===== src/rtl/fcc_pkg.sv =====
package fcc_pkg;
  localparam int DW = 8;
  typedef logic [DW-1:0] byte_t;

  localparam byte_t OP_READ_ARRAY  = 8'hFF;
  localparam byte_t OP_PROG_SETUP  = 8'h40;
  localparam byte_t OP_CLR_STATUS  = 8'h50;
  localparam byte_t OP_READ_STATUS = 8'h70;

  typedef enum logic [2:0] {
    BLK_BOOT, BLK_PARAM_A, BLK_PARAM_B, BLK_MAIN_SMALL, BLK_MAIN_LARGE
  } blk_e;

  // Cells can only move from 1 to 0.
  function automatic byte_t prog_merge(byte_t old_v, byte_t new_v);
    return old_v & new_v;
  endfunction

  function automatic byte_t status_pack(logic ready, logic perr, logic verr);
    return {ready, 2'b00, perr, verr, 3'b000};
  endfunction
endpackage


===== src/rtl/fcc_block_map.sv =====
module fcc_block_map
  import fcc_pkg::*;
#(
  parameter int ADDR_W = 18
) (
  input  logic [ADDR_W-1:0] addr,
  input  logic              boot_top,
  output logic              is_boot
);
  localparam logic [ADDR_W:0] SPAN    = (ADDR_W+1)'(1) << ADDR_W;
  localparam logic [ADDR_W:0] END_BT  = SPAN >> 4;
  localparam logic [ADDR_W:0] END_PA  = END_BT + (SPAN >> 5);
  localparam logic [ADDR_W:0] END_PB  = END_PA + (SPAN >> 5);
  localparam logic [ADDR_W:0] END_MS  = SPAN >> 1;

  // Mirroring the address turns the top-boot map into the bottom-boot map.
  logic [ADDR_W:0] off;
  blk_e            blk;

  assign off = {1'b0, (boot_top ? ~addr : addr)};

  always_comb begin
    if (off < END_BT)      blk = BLK_BOOT;
    else if (off < END_PA) blk = BLK_PARAM_A;
    else if (off < END_PB) blk = BLK_PARAM_B;
    else if (off < END_MS) blk = BLK_MAIN_SMALL;
    else                   blk = BLK_MAIN_LARGE;
  end

  assign is_boot = (blk == BLK_BOOT);
endmodule


===== src/rtl/fcc_busy_timer.sv =====
module fcc_busy_timer #(
  parameter int CYCLES = 4
) (
  input  logic clk,
  input  logic rst_n,
  input  logic start,
  output logic busy,
  output logic done
);
  localparam int CW = $clog2(CYCLES + 1);
  logic [CW-1:0] cnt;

  always_ff @(posedge clk or negedge rst_n) begin
    if (!rst_n)          cnt <= '0;
    else if (start)      cnt <= CW'(CYCLES);
    else if (cnt != '0)  cnt <= cnt - 1'b1;
  end

  assign busy = (cnt != '0);
  assign done = (cnt == CW'(1));
endmodule


===== src/rtl/fcc_array.sv =====
module fcc_array
  import fcc_pkg::*;
#(
  parameter int AW = 8
) (
  input  logic          clk,
  input  logic          rst_n,
  input  logic [AW-1:0] rd_addr,
  output byte_t         rd_data,
  input  logic [AW-1:0] pg_addr,
  output byte_t         pg_old,
  input  logic          we,
  input  byte_t         wval
);
  localparam int DEPTH = 1 << AW;
  byte_t mem [DEPTH];

  always_ff @(posedge clk or negedge rst_n) begin
    if (!rst_n) begin
      for (int i = 0; i < DEPTH; i++) mem[i] <= 8'hFF;
    end else if (we) begin
      mem[pg_addr] <= wval;
    end
  end

  assign rd_data = mem[rd_addr];
  assign pg_old  = mem[pg_addr];
endmodule


===== src/rtl/flash_cmd_ctrl.sv =====
module flash_cmd_ctrl
  import fcc_pkg::*;
#(
  parameter int ADDR_W      = 18,
  parameter int MEM_AW      = 8,
  parameter int BUSY_CYCLES = 4
) (
  input  logic              clk,
  input  logic              rst_n,
  input  logic              ce_n,
  input  logic              we_n,
  input  logic              oe_n,
  input  logic [ADDR_W-1:0] addr,
  input  logic [7:0]        wdata,
  input  logic              boot_top,
  input  logic              unlock_hv,
  input  logic              vpp_ok,
  output logic [7:0]        rdata
);
  // Named events, also observed by the bound checker.
  logic wr_evt, rd_en, cmd_evt, prog_req, prog_go, vpp_fail, clr_evt;
  logic busy, done_evt, err_any, lock_bad, mem_we, perr_set, in_boot;
  logic setup_q, rd_stat_q, sr_perr_q, sr_verr_q, lock_fail_q, tgt_boot_q;
  logic [MEM_AW-1:0] tgt_addr_q;
  byte_t tgt_data_q, arr_rd, arr_old, merged, status;

  assign wr_evt   = !ce_n && !we_n;
  assign rd_en    = !ce_n && !oe_n;
  assign cmd_evt  = wr_evt && !busy && !setup_q;
  assign prog_req = wr_evt && !busy && setup_q;
  assign err_any  = sr_perr_q || sr_verr_q;
  assign prog_go  = prog_req && !err_any && vpp_ok;
  assign vpp_fail = prog_req && !err_any && !vpp_ok;
  assign clr_evt  = cmd_evt && (wdata == OP_CLR_STATUS);

  fcc_block_map #(.ADDR_W(ADDR_W)) u_map (
    .addr(addr), .boot_top(boot_top), .is_boot(in_boot)
  );

  fcc_busy_timer #(.CYCLES(BUSY_CYCLES)) u_timer (
    .clk(clk), .rst_n(rst_n), .start(prog_go), .busy(busy), .done(done_evt)
  );

  fcc_array #(.AW(MEM_AW)) u_array (
    .clk(clk), .rst_n(rst_n),
    .rd_addr(addr[MEM_AW-1:0]), .rd_data(arr_rd),
    .pg_addr(tgt_addr_q), .pg_old(arr_old),
    .we(mem_we), .wval(merged)
  );

  // Boot target loses its unlock in any cycle from start to completion.
  assign lock_bad = lock_fail_q || (tgt_boot_q && !unlock_hv);
  assign merged   = prog_merge(arr_old, tgt_data_q);
  assign mem_we   = done_evt && !lock_bad;
  assign perr_set = done_evt && (lock_bad || (merged != tgt_data_q));

  always_ff @(posedge clk or negedge rst_n) begin
    if (!rst_n) begin
      tgt_addr_q  <= '0;
      tgt_data_q  <= '0;
      tgt_boot_q  <= 1'b0;
      lock_fail_q <= 1'b0;
    end else if (prog_go) begin
      tgt_addr_q  <= addr[MEM_AW-1:0];
      tgt_data_q  <= wdata;
      tgt_boot_q  <= in_boot;
      lock_fail_q <= in_boot && !unlock_hv;
    end else if (busy && tgt_boot_q && !unlock_hv) begin
      lock_fail_q <= 1'b1;
    end
  end

  always_ff @(posedge clk or negedge rst_n) begin
    if (!rst_n) begin
      sr_perr_q <= 1'b0;
      sr_verr_q <= 1'b0;
    end else begin
      if (clr_evt)       sr_perr_q <= 1'b0;
      else if (perr_set) sr_perr_q <= 1'b1;
      if (clr_evt)       sr_verr_q <= 1'b0;
      else if (vpp_fail) sr_verr_q <= 1'b1;
    end
  end

  always_ff @(posedge clk or negedge rst_n) begin
    if (!rst_n) begin
      setup_q   <= 1'b0;
      rd_stat_q <= 1'b0;
    end else if (prog_req) begin
      setup_q   <= 1'b0;
      rd_stat_q <= 1'b1;
    end else if (cmd_evt) begin
      unique case (wdata)
        OP_PROG_SETUP:  begin setup_q <= 1'b1; rd_stat_q <= 1'b1; end
        OP_READ_STATUS: rd_stat_q <= 1'b1;
        OP_CLR_STATUS:  rd_stat_q <= rd_stat_q;
        default:        rd_stat_q <= 1'b0;
      endcase
    end
  end

  assign status = status_pack(!busy, sr_perr_q, sr_verr_q);
  assign rdata  = !rd_en ? 8'h00 : (rd_stat_q ? status : arr_rd);
endmodule


===== config.mk =====
export PLATFORM = sky130hd
export DESIGN_NAME = flash_cmd_ctrl
export DESIGN_NICKNAME = d
export VERILOG_FILES = /design/src/rtl/fcc_pkg.sv /design/src/rtl/fcc_block_map.sv /design/src/rtl/fcc_busy_timer.sv /design/src/rtl/fcc_array.sv /design/src/rtl/flash_cmd_ctrl.sv
export SDC_FILE = /design/constraint.sdc
export NUM_CORES = 2
export LEC_CHECK = 0
export BUFFER_PORTS_ARGS = -buffer_cell sky130_fd_sc_hd__buf_4
export CORE_MARGIN = 10
export CORE_UTILIZATION = 37
export DETAILED_ROUTE_END_ITERATION = 8
export GPL_ROUTABILITY_DRIVEN = 0
export GPL_TIMING_DRIVEN = 1
export PLACE_DENSITY = 0.49
export SYNTH_ARGS = -nofsm -noshare
export SYNTH_HDL_FRONTEND = slang
export SYNTH_SLANG_ARGS = --single-unit

===== constraint.sdc =====
create_clock -name clk -period 5.85 [get_ports clk]
set_input_delay 0.8775 -clock clk [delete_from_list [all_inputs] [get_ports clk]]
set_output_delay 0.8775 -clock clk [all_outputs]
set_load 0.05 [all_outputs]

# After elaboration in Yosys (flattened, before gate mapping)
# Index checks and enable logic that the tools add are counted.
[totals]
register_bits = 2073
in_bits = 34
wordCells = 352
[classes]
n_addsub = 1
n_lt_le_gt_ge = 7
n_eq_ne = 6
n_mux = 30
bitwise = 4
reduce_logical = 39
[ops]
columns = ["op", "n"]
rows = [
  ["bitwise mux 2048 bit", 1],
  ["binary-select mux 8 bit (select 8 bit)", 2],
  ["demux 8 bit (select 8 bit)", 1],
  ["two-way mux 8 bit", 7],
  ["< comparator 18 x 15 -> 1 bit (second input constant)", 2],
  ["== test 8 x 7 -> 1 bit (second input constant)", 3],
  ["greater-or-equal comparator 9 bit (second input constant)", 2],
  ["< comparator 18 x 16 -> 1 bit (second input constant)", 1],
  ["< comparator 18 bit (second input constant)", 1],
  ["two-way mux 18 bit", 1],
  ["two-way mux 3 bit", 6],
  ["NOT 18 bit", 1],
  ["NOT 8 -> 9 bit", 2],
  ["logical AND 1 bit", 16],
  ["nonzero test 2 bit", 6],
  ["two-way mux 1 bit", 11],
  ["zero test 1 bit", 9],
  ["< comparator 9 x 1 -> 1 bit (second input constant)", 1],
  ["bitwise AND 8 bit", 1],
  ["!= test 8 bit", 1],
  ["AND reduction 2 bit", 2],
  ["== test 3 x 1 -> 1 bit (second input constant)", 1],
  ["zero test 3 bit", 1],
  ["logical OR 1 bit", 3],
  ["other kinds (5)", 5],
]

# Logic depth before layout (Yosys ltp)
[logic_depth]
ltp_word = 10
ltp_mapped = 17

# Cells and area by module
# Synthesis repeated with hierarchy kept, for this count alone.
[hier_totals]
cells_unflattened = 7277
hier_area_um2 = 113720.3
[by_module_without_submodules]
columns = ["mod", "instances", "cells_each", "area_per_inst_um2"]
rows = [
  ["fcc_array", 1, 7122, 112362.8],
  ["flash_cmd_ctrl", 1, 134, 1134.8],
  ["fcc_busy_timer", 1, 18, 198.9],
  ["fcc_block_map", 1, 3, 23.8],
]

# Worst setup path after synthesis
# No wires, ideal clock.
[synth_timing]
kind = "input-to-output"
from = "input port addr[0]"
to = "output port rdata[3]"
t_arrival_ps = 4274
required_time_ps = 4973
setup_slack_ps = 698
stages = 10
n_path_buf = 4
path_cell_list = "clkbuf_1 > clkbuf_1 > buf_2 > buf_1 > mux4_2 > mux4_2 > mux4_2 > a22oi_1 > a31oi_1 > a31o_2"
[synth_via]
elab_chain_cells = 6
[synth_rtl]
columns = ["element", "line", "text"]
rows = [
  ["start, declared", "flash_cmd_ctrl.sv:13", "input logic [ADDR_W-1:0] addr,"],
  ["NOT 8 -> 9 bit (not written as such)", "fcc_array.sv:26", "assign rd_data = mem[rd_addr];"],
  ["binary-select mux 8 bit (select 8 bit)", "fcc_array.sv:26", ""],
  ["two-way mux 8 bit (not written as such) (2 in a row)", "fcc_array.sv:26", ""],
  ["two-way mux 8 bit (2 in a row)", "flash_cmd_ctrl.sv:103", "assign rdata = !rd_en ? 8'h00 : (rd_stat_q ? status : arr_rd);"],
  ["end, declared", "flash_cmd_ctrl.sv:18", "output logic [7:0] rdata"],
]
# No other way between the ends. The select of a mux whose other input is x is not followed.

# Worst setup path in the final report
# Ends and elaborated chain as after synthesis.

==> reports/results.tsv <==
metric	value	unit
Max VDD drop	0.234	mV
Reg2Reg Depth	14	
Crit. End Element	output pin	
Final setup viols	0	
post-synthesis cell area	113000	um^2
Cells after Synth	7262	
clk buf depth	4	
vias	72000	
share of cells above drive strength 1	0.787	
CP Data Arrival Time	4.53	ns
xor/xnor share of the synthesized area	0.0000777	
DPL Wire Length	301000	um
Synth Area in Simple Gates	0.0316	
post-route ant nets	0	
flop2flop setup slack	0.75	ns
Cells after DPL	11200	
CTS tree	yes	
reg2reg start	tgt_addr_q[0]$_DFFE_PN0P_	
Max Clock Freq	0.185	GHz
Tightest Hold Check Type	input pin to flip-flop	
initial antenna violation count	38	
Adder-Cell Fraction of Synth Area	0.000333	
Mean Syn Cell Area	15.5	um^2
Yosys cell types	72	
Total Wirelength	431000	um
cell depth of the worst hold path	2	
FF+latch count, synth	2073	
Worst-path clk slew	0.06	ns
vias in the first global route	73500	
Synthesized Nets	7299	
largest family of logic cells by synthesized area	multiplexers	
Yosys Warn Count	0	
power per standard cell area	245	nW/um^2
Seq/Total Area, Yosys	0.483	
Global Route Usage Sum	0.259	
measured slew at the worst slew-check pin	1.14	ns
hold path startpoint	wdata[4]	
Final Hold Fails	0	
H-tree lvl count	4	
R2R Path End	u_array.mem[132]$_DFFE_PN1P_	
outcome	finished clean	
WL/cell	37.1	um
die width	572	um
Final Skew	0.0725	ns
Synth top area share	0.478	
dominant cells by area after synthesis	dfstp_2 (48%), mux4_2 (23%), mux2_2 (18%)	
Final Core Density	0.424	
row cnt	202	
total number of clock tree sinks	2073	
crit share post-route	0.924	
dpl cell area	120000	um^2
max-slew violation count	0	
mux share of post-synthesis cell area	0.424	
Die ar.	327000	um^2
Die Ht	572	um
synth-to-layout area growth	14.1	%
normalized max-slew margin	0.228	
worst hold endpoint	setup_q$_DFFE_PN0P_	
Post-CTS Setup Bufs	0	
via density per instance	6.20	
Hold Buf Count CTS	0	
final std cells w/o fill	11600	
Max-Cap Viols	0	
root buf cell	clkbuf_16	
worst skew pair latency	0.96	ns
IO Count	42	
DR pass1 iterations	6	
grt total ovfl	0	
dominant cell type by area after synthesis	dfstp_2	
largest net degree at the start of global routing	155	
CP Launch Type	input pin	
WS Path Type	input pin to output pin	
final instance area	129000	um^2
CTS Buf Count	243	
CP max FO	29	
RSZ-0062 raised after global routing	no	
Leak Pwr	48.3	nW
# port buffers	35	
# fillers	27300	
Post-synth EDFFs	0	
DRC viols	0	
Worst EP required	4.97	ns
final worst path period need	5.41	ns
Placeable Area	303000	um^2
Final #Nets	7465	
Post-synth ARST share	1.00	
Synth Area in Compound Gates	0.0333	
Starting DRT DRC Count	7034	
first-pass GRT wire length	605000	um
commonest non-fill, non-tap cells in the layout	dfstp_2 (2048), mux2_2 (1819), mux4_2 (1142), nand2_1 (644), buf_4 (414)	
Synth Flop Type	dfstp_2	
most common cell after layout, fill and taps aside	dfstp_2	
setup_tns	0	ns
effective utilization at floorplan	0.372	
hold slack	0.172	ns
PostCTS Resize Cnt	0	
==> how the worst max path moves through the flow <==
stage               startpoint       end  slack (ns)  cells after the start
global placement       addr[0]  rdata[1]        0.45                      9
CTS                    addr[0]  rdata[1]        0.46                      9
global route           addr[0]  rdata[4]        0.40                     11
detailed placement     addr[0]  rdata[1]        0.47                      9
finish                 addr[0]  rdata[3]        0.44                     11
floorplan              addr[0]  rdata[3]        0.70                     10
==> metrics by stage <==
step / power, mW / worst slack [ns]
after floorplan: 15.2 / 0.698
after detailed placement: 16.0 / 0.468
final: 31.5 / 0.444
after global placement: 16.0 / 0.452
after CTS: 31.9 / 0.465
after global routing: 32.5 / 0.403
==> worst max-delay path, stage by stage <==
cell and delay [ns]:
buf_8 0.20, buf_12 0.18, buf_12 0.25, buf_4 0.22
mux4_2 0.50, mux4_2 0.57, mux4_2 0.63, a22oi_1 0.24
a31oi_1 0.31, a31o_2 0.32, buf_4 0.19
==> cell type report <==
cell class | instances | area (um^2) | share of cell area
Tap cell | 3978 | 4980 | 0.0387
Clock inverter | 72 | 818 | 0.00637
Multi-Input combinational cell | 4566 | 55300 | 0.430
Sequential cell | 2073 | 54500 | 0.424
Clock buffer | 376 | 7390 | 0.0575
Antenna cell | 13 | 32.5 | 0.000253
Inverter | 10 | 42.5 | 0.000331
Timing Repair Buffer | 534 | 5500 | 0.0428
==> cell usage after synthesis (all sizes together) (4+ instances only) <==
| library cell | instances |
|---|---|
| a31oi | 24 |
| mux4 | 1142 |
| or3 | 7 |
| or2 | 4 |
| mux2i | 152 |
| nand2 | 645 |
| or3b | 5 |
| a2111oi | 4 |
| o41ai | 5 |
| o22ai | 37 |
| nor4 | 5 |
| dfrtp | 25 |
| a221oi | 28 |
| nand3b | 7 |
| nand3 | 30 |
| dfstp | 2048 |
| nand2b | 11 |
| buf | 402 |
| a22o | 23 |
| and2 | 8 |
| nor3 | 23 |
| a21oi | 48 |
| o21ai | 281 |
| mux2 | 1819 |
| inv | 8 |
| a32oi | 10 |
| clkbuf | 211 |
| a211oi | 7 |
| o311ai | 4 |
| nor2b | 27 |
| o211ai | 11 |
| a221o | 5 |
| a311oi | 5 |
| o221ai | 6 |
| a22oi | 77 |
| nor2 | 57 |
| nand4 | 6 |
==> state kept, by name, indices dropped and copies added (netlist names) <==
name,flops
sr_verr_q,1
tgt_addr_q,8
sr_perr_q,1
setup_q,1
lock_fail_q,1
tgt_boot_q,1
u_timer.cnt,3
u_array.mem,2048
tgt_data_q,8
rd_stat_q,1
==> report_power, final <==
| part | total [mW] | switching (mW) | leakage [nW] | internal, mW |
|---|---|---|---|---|
| clock network | 15.7 | 6.49 | 4.08 | 9.21 |
| registers | 14.5 | 0.0259 | 21.4 | 14.4 |
| logic | 1.31 | 0.900 | 22.8 | 0.415 |
| total | 31.5 | 7.42 | 48.3 | 24.1 |
==> routing by layer <==
layer	wire, um	vias up	part of all wire	GRT usage
met5	56	-	0.00013	0
met4	22100	10	0.051	0.110
met3	28800	697	0.067	0.0480
met2	194000	2712	0.45	0.391
met1	186000	39900	0.43	0.366
li1	-	28700	-	-
==> cell families (layout without fill, tap and decap cells) <==
family	Yosys count	in the layout
muxes	3113	3113
DFF	2073	2073
and+or+nand+nor	851	851
buffers and inverters	623	992
AOI/OAI and AO/OA	598	598
adders and majority gates	3	3
xor gates and xnor gates	1	1
other	0	13
Power figures use the tool's default switching activity.
